<file path="config.mk">
export PLATFORM = sky130hd
export DESIGN_NAME = dma_in_burst_opener
export DESIGN_NICKNAME = d
export VERILOG_FILES = /design/src/rtl/dma_in_burst_pkg.sv /design/src/rtl/dma_setup_timer.sv /design/src/rtl/dma_seq_fsm.sv /design/src/rtl/dma_pin_driver.sv /design/src/rtl/dma_in_burst_opener.sv
export SDC_FILE = /design/constraint.sdc
export NUM_CORES = 1
export LEC_CHECK = 0
export ABC_CLOCK_PERIOD_IN_PS = 2080
export BUFFER_PORTS_ARGS = -buffer_cell sky130_fd_sc_hd__buf_4
export CAP_MARGIN = 40
export CORE_ASPECT_RATIO = 1.1
export CORE_UTILIZATION = 30
export CTS_BUF_LIST = sky130_fd_sc_hd__clkbuf_16
export DETAILED_ROUTE_END_ITERATION = 6
export PLACE_DENSITY = 0.62
export SLEW_MARGIN = 20
export SYNTH_ARGS = -nofsm -noshare
export SYNTH_HDL_FRONTEND = slang
export SYNTH_SLANG_ARGS = --single-unit
</file>
<file path="constraint.sdc">
create_clock -name clk -period 2.08 [get_ports clk]
set_input_delay 0.312 -clock clk [delete_from_list [all_inputs] [get_ports clk]]
set_output_delay 0.312 -clock clk [all_outputs]
set_load 0.02 [all_outputs]
</file>
<file path="src/rtl/dma_in_burst_pkg.sv">
package dma_in_burst_pkg;

  typedef enum logic [1:0] {
    ST_IDLE    = 2'd0,
    ST_SETUP   = 2'd1,
    ST_BURST   = 2'd2,
    ST_RELEASE = 2'd3
  } seq_state_e;

endpackage

</file>
<file path="src/rtl/dma_setup_timer.sv">
module dma_setup_timer #(
  parameter int CNT_W = 8
) (
  input  logic             clk,
  input  logic             rst_n,
  input  logic             load,
  input  logic             dec,
  input  logic [CNT_W-1:0] load_val,
  output logic             at_zero
);

  logic [CNT_W-1:0] cnt_q;

  always_ff @(posedge clk) begin
    if (!rst_n)       cnt_q <= '0;
    else if (load)    cnt_q <= load_val;
    else if (dec && cnt_q != '0) cnt_q <= cnt_q - 1'b1;
  end

  assign at_zero = (cnt_q == '0);

  // the count captured at the opening edge is the one that runs
  assert_load_captures_R9: assert property (@(posedge clk) disable iff (!rst_n)
    load |=> cnt_q == $past(load_val));

  // the count only ever moves down by one while waiting
  assert_step_down_R4: assert property (@(posedge clk) disable iff (!rst_n)
    (dec && !load && cnt_q != '0) |=> cnt_q == $past(cnt_q) - 1'b1);

endmodule

</file>
<file path="src/rtl/dma_seq_fsm.sv">
module dma_seq_fsm
  import dma_in_burst_pkg::*;
(
  input  logic       clk,
  input  logic       rst_n,
  input  logic       dev_req,
  input  logic       term_req,
  input  logic       tmr_zero,
  output logic       tmr_load,
  output logic       tmr_dec,
  output seq_state_e state_d,
  output logic       violation
);

  seq_state_e state_q;
  logic       viol_q;

  always_comb begin
    state_d  = state_q;
    tmr_load = 1'b0;
    tmr_dec  = 1'b0;
    unique case (state_q)
      ST_IDLE: begin
        if (dev_req) begin
          state_d  = ST_SETUP;
          tmr_load = 1'b1;
        end
      end
      ST_SETUP: begin
        if (!dev_req)      state_d = ST_IDLE;
        else if (tmr_zero) state_d = ST_BURST;
        else               tmr_dec = 1'b1;
      end
      ST_BURST: begin
        if (term_req) state_d = ST_RELEASE;
      end
      ST_RELEASE: state_d = ST_IDLE;
      default:    state_d = ST_IDLE;
    endcase
  end

  always_ff @(posedge clk) begin
    if (!rst_n) begin
      state_q <= ST_IDLE;
      viol_q  <= 1'b0;
    end else begin
      state_q <= state_d;
      viol_q  <= (state_q == ST_SETUP) && !dev_req;
    end
  end

  assign violation = viol_q;

  // violation is a single-cycle pulse
  assert_viol_single_R7: assert property (@(posedge clk) disable iff (!rst_n)
    viol_q |=> !viol_q);

  // a violation only ever follows the setup wait
  assert_viol_after_setup_R7: assert property (@(posedge clk) disable iff (!rst_n)
    viol_q |-> state_q == ST_IDLE);

  // a burst is left only through the release state
  assert_burst_exit_R5: assert property (@(posedge clk) disable iff (!rst_n)
    (state_q == ST_BURST) |=> (state_q == ST_BURST || state_q == ST_RELEASE));

endmodule

</file>
<file path="src/rtl/dma_pin_driver.sv">
module dma_pin_driver
  import dma_in_burst_pkg::*;
#(
  parameter int CS_W = 2,
  parameter int DA_W = 3
) (
  input  logic            clk,
  input  logic            rst_n,
  input  seq_state_e      state_d,
  input  logic [CS_W-1:0] reg_cs_n,
  input  logic [DA_W-1:0] reg_da,
  output logic            ack_n,
  output logic            stop,
  output logic            host_rdy_n,
  output logic [CS_W-1:0] cs_n,
  output logic [DA_W-1:0] da
);

  localparam logic [CS_W-1:0] CS_OFF = '1;
  localparam logic [DA_W-1:0] DA_OFF = '0;

  logic hold_addr, hold_ctl, ack_on;

  always_comb begin
    hold_addr = (state_d != ST_IDLE);
    hold_ctl  = (state_d != ST_IDLE);
    ack_on    = (state_d == ST_BURST);
  end

  always_ff @(posedge clk) begin
    if (!rst_n) begin
      ack_n      <= 1'b1;
      stop       <= 1'b0;
      host_rdy_n <= 1'b0;
      cs_n       <= CS_OFF;
      da         <= DA_OFF;
    end else begin
      ack_n      <= !ack_on;
      stop       <= hold_ctl;
      host_rdy_n <= hold_ctl;
      cs_n       <= hold_addr ? CS_OFF : reg_cs_n;
      da         <= hold_addr ? DA_OFF : reg_da;
    end
  end

  // address lines stay negated for as long as acknowledge is low
  assert_addr_off_in_burst_R5: assert property (@(posedge clk) disable iff (!rst_n)
    !ack_n |-> (cs_n == CS_OFF && da == DA_OFF && stop && host_rdy_n));

  // when acknowledge rises the address lines are still negated
  assert_release_order_R6: assert property (@(posedge clk) disable iff (!rst_n)
    $rose(ack_n) |-> (cs_n == CS_OFF && da == DA_OFF && stop));

endmodule

</file>
<file path="src/rtl/dma_in_burst_opener.sv">
module dma_in_burst_opener
  import dma_in_burst_pkg::*;
#(
  parameter int CNT_W = 8,
  parameter int CS_W  = 2,
  parameter int DA_W  = 3
) (
  input  logic             clk,
  input  logic             rst_n,
  input  logic             dev_req,
  input  logic             term_req,
  input  logic [CNT_W-1:0] setup_cycles,
  input  logic [CS_W-1:0]  reg_cs_n,
  input  logic [DA_W-1:0]  reg_da,
  output logic             ack_n,
  output logic             stop,
  output logic             host_rdy_n,
  output logic [CS_W-1:0]  cs_n,
  output logic [DA_W-1:0]  da,
  output logic             seq_violation
);

  seq_state_e state_d;
  logic       tmr_load, tmr_dec, tmr_zero;

  dma_setup_timer #(.CNT_W(CNT_W)) u_timer (
    .clk      (clk),
    .rst_n    (rst_n),
    .load     (tmr_load),
    .dec      (tmr_dec),
    .load_val (setup_cycles),
    .at_zero  (tmr_zero)
  );

  dma_seq_fsm u_fsm (
    .clk       (clk),
    .rst_n     (rst_n),
    .dev_req   (dev_req),
    .term_req  (term_req),
    .tmr_zero  (tmr_zero),
    .tmr_load  (tmr_load),
    .tmr_dec   (tmr_dec),
    .state_d   (state_d),
    .violation (seq_violation)
  );

  dma_pin_driver #(.CS_W(CS_W), .DA_W(DA_W)) u_pins (
    .clk        (clk),
    .rst_n      (rst_n),
    .state_d    (state_d),
    .reg_cs_n   (reg_cs_n),
    .reg_da     (reg_da),
    .ack_n      (ack_n),
    .stop       (stop),
    .host_rdy_n (host_rdy_n),
    .cs_n       (cs_n),
    .da         (da)
  );

  // the three pre-acknowledge actions were all in place the cycle before
  assert_setup_before_ack_R4: assert property (@(posedge clk) disable iff (!rst_n)
    $fell(ack_n) |-> ($past(stop) && $past(host_rdy_n) &&
                      $past(cs_n) == '1 && $past(da) == '0 && $past(ack_n)));

  // a violation pulse never coincides with an acknowledge
  assert_viol_no_ack_R7: assert property (@(posedge clk) disable iff (!rst_n)
    seq_violation |-> ack_n);

  // stop and host-ready move together
  assert_prep_together_R3: assert property (@(posedge clk) disable iff (!rst_n)
    stop == host_rdy_n);

endmodule

</file>
==> results by group <==
Run status
  – Outcome: finished, final reports clean

Synthesis
  – Synth Cell Area: ~860 sq um
  – Syn Nets: ~110
  – Post-synth ARST share: 0
  – Post-synth EDFFs: 0
  – Ranking of synthesized cells by area: dfxtp_1 42%, a21oi_1 5.8%, and2_1 3.6%
  – Cell taking the most area after synthesis: dfxtp_1
  – Area share of the largest cell type after synthesis: 0.4186
  – Syn Area/Cell: approximately 9.2 sq um
  – Ys Warns: 0
  – Synth unique cells: 36
  – Synth Register Bits: 18
  – Post-synth top flop: dfxtp_1
  – Cells after Synth: 94
  – Sequential share of the synthesized area: 0.4186

Job
  – Max Cap Violations: 0

Min path
  – Hold depth: 2
  – Hold path start: reg_cs_n[1]
  – Hold Path Class: in2reg

Clock tree
  – CTS root buf: clkbuf_16
  – Max clock buf depth: 2
  – CTS tree: yes
  – Reg clk slew, reported paths: around 0.060 ns
  – Htree depth: 1
  – Clock Sinks: 18
  – Post-CTS Resized: 0
  – Clk Latency, worst-skew pair: 0.25 ns
  – Setup bufs post-CTS: 0
  – Hold_buf cts: 0
  – Clock buffer count from CTS: 3

Setup path
  – Reg2Reg Depth: 4
  – Setup crit start kind: flip-flop
  – WP data required: around 2.2 ns
  – CP Class: reg2reg
  – CP max FO: 10
  – Critical Path Sink Type: flip-flop
  – Crit path launch: u_timer.cnt_q[2]$_SDFFE_PN0P_
  – CP arrival: 1.86 ns
  – Reg2Reg Launch Point: u_timer.cnt_q[2]$_SDFFE_PN0P_

Routing
  – Pre-Repair DR Iteration Count: 4
  – Post-Route WL: 2.027 mm
  – Vias: 795
  – Starting DRC count in detailed routing: 17
  – DRC viols: 0
  – Antenna-violating nets left: 0
  – Wirelength per Cell: approximately 13 um
  – Via density: 5.265

Place
  – DP Wirelength: 1.479 mm
  – RePlAce Congestion: 0.8789
  – Area after DPL: 0.001046 sq mm
  – PortBufs: 25

Timing
  – Layout Skew: 0.007040 ns
  – Final hold vios: 0
  – Final period util: 0.8269
  – Final setup vio count: 0
  – Tmin final: 1.720 ns
  – Slew Viols, Final: 0
  – Setup TNS: 0 ns
  – Max_slew headroom: 0.6349
  – FMAX: approximately 580 MHz
  – Unrepaired setup endpoints after global routing: false
  – Least-Margin Pin Slew: ~0.54 ns

Layout
  – Area growth syn-to-layout: 30.67%
  – Most common cell after layout, fill and taps aside: buf_4
  – Antenna diode count: 0
  – Reg area: between 300 and 400 sq um
  – Layout Nets: between 100 and 150
  – Commonest cells after routing, fill and taps aside: 25 x buf_4, 18 x dfxtp_1, 10 x a21oi_1, 7 x nand2_1, 6 x nor2_1
  – Fin area: 0.001125 sq mm
  – # fillers: 295
  – Share of layout cells above drive strength 1: 0.2966
  – Multi-input logic area: approximately 440 sq um

Power
  – PwrDens: 897.1 mW/mm^2
  – Tot Pwr: 1.009 mW
  – IR drop worst, VDD: 641.4 uV
  – Leak Pwr: ~0.46 nW

Floorplan
  – # IOs: 26
  – Area of the core: 0.002753 sq mm
  – Die height: around 58 um
  – Initial Utilization: 0.3127
  – # rows: 20
  – Die width: between 50 and 60 um
  – Die ar.: 0.003088 sq mm

GRT
  – Number of global-route vias before repair: 725
  – Initial antenna violation count: 0
  – First-pass GRT wire length: 3.180 mm
  – GR Util All Layers: 0.1445
  – Largest net degree at the start of global routing: 13
  – Global route overflow: 0
[worst max-delay path, stage by stage (launching register included)]
cell	delay [ns]
dfxtp_1	0.38
nor4_4	0.46
a41o_1	0.44
nor2_1	0.09
o221a_1	0.24
[flip-flops by register name, indices dropped and copies added, names as in the netlist]
signal and flops:
u_fsm.state_q 2, u_pins.da 3, u_pins.ack_n 1, u_timer.cnt_q 8, u_pins.cs_n 2, u_fsm.violation 1, u_pins.stop 1
[worst paths after layout]
kind                                                      end  slack, ns
worst max register to register  u_timer.cnt_q[6]$_SDFFE_PN0P_       0.36
worst min-delay path                u_pins.cs_n[1]$_SDFF_PP1_       0.25
worst max-delay path            u_timer.cnt_q[6]$_SDFFE_PN0P_       0.36
worst min register to register  u_timer.cnt_q[5]$_SDFFE_PN0P_       0.52
[metal layers]
layer / up-vias / GRT usage / share of wire
met4: 0 / 0.07143 / 0.011
li1: 390 / - / -
met2: 31 / 0.2387 / 0.49
met1: 372 / 0.1624 / 0.43
met3: 2 / 0.04987 / 0.076
met5: - / 0 / 0
[logic make-up (layout without fill, tap and decap cells)]
logic type	Yosys count	after routing	share of synthesized area
AND/OR/NAND/NOR	37	37	0.2703
AO/OA/AOI/OAI	27	27	0.2064
flip-flops	18	18	0.4186
buffers and inverters	9	33	0.06829
adder cells (fa/ha/maj)	1	1	0.01453
XOR/XNOR	1	1	0.01018
multiplexers	1	1	0.01163
[cell usage after synthesis, types with 2 or more instances]
master / number
nand3_1: 3
a41oi_1: 2
inv_1: 4
a21oi_1: 10
nand2b_1: 3
o211ai_1: 2
nand2_1: 7
o32ai_1: 2
and2_1: 5
nor2_1: 6
buf_4: 2
dfxtp_1: 18
nor4_1: 2
nor3b_1: 2
o21ai_0: 5
[area by class of cell]
type / count / share of cell area
Multi-Input combinational cell: 67 / 0.3927
Timing Repair Buffer: 25 / 0.1669
Clock inverter: 1 / 0.003337
Inverter: 4 / 0.01335
Tap cell: 33 / 0.03671
Sequential cell: 18 / 0.3204
Clock buffer: 3 / 0.06674
[through the flow]
stage	cells	hold slack, ns	utilization	setup slack [ns]
after floorplan	94	0.3891	-	0.6220
after global placement	147	0.4950	0.3800	0.4390
after detailed placement	147	0.5045	0.3800	0.3701
after CTS	151	0.2504	0.4086	0.3661
after global routing	151	0.2588	0.4086	0.2573
final	151	0.2507	0.4086	0.3601
[power breakdown]
part	internal [mW]	total (mW)	switching, mW
Sequential	0.374	0.409	0.0353
Combinational	0.105	0.213	0.109
Clock	0.256	0.386	0.131
Total	0.734	1.01	0.275
Note: power is estimated with default switching activity, not from simulation.
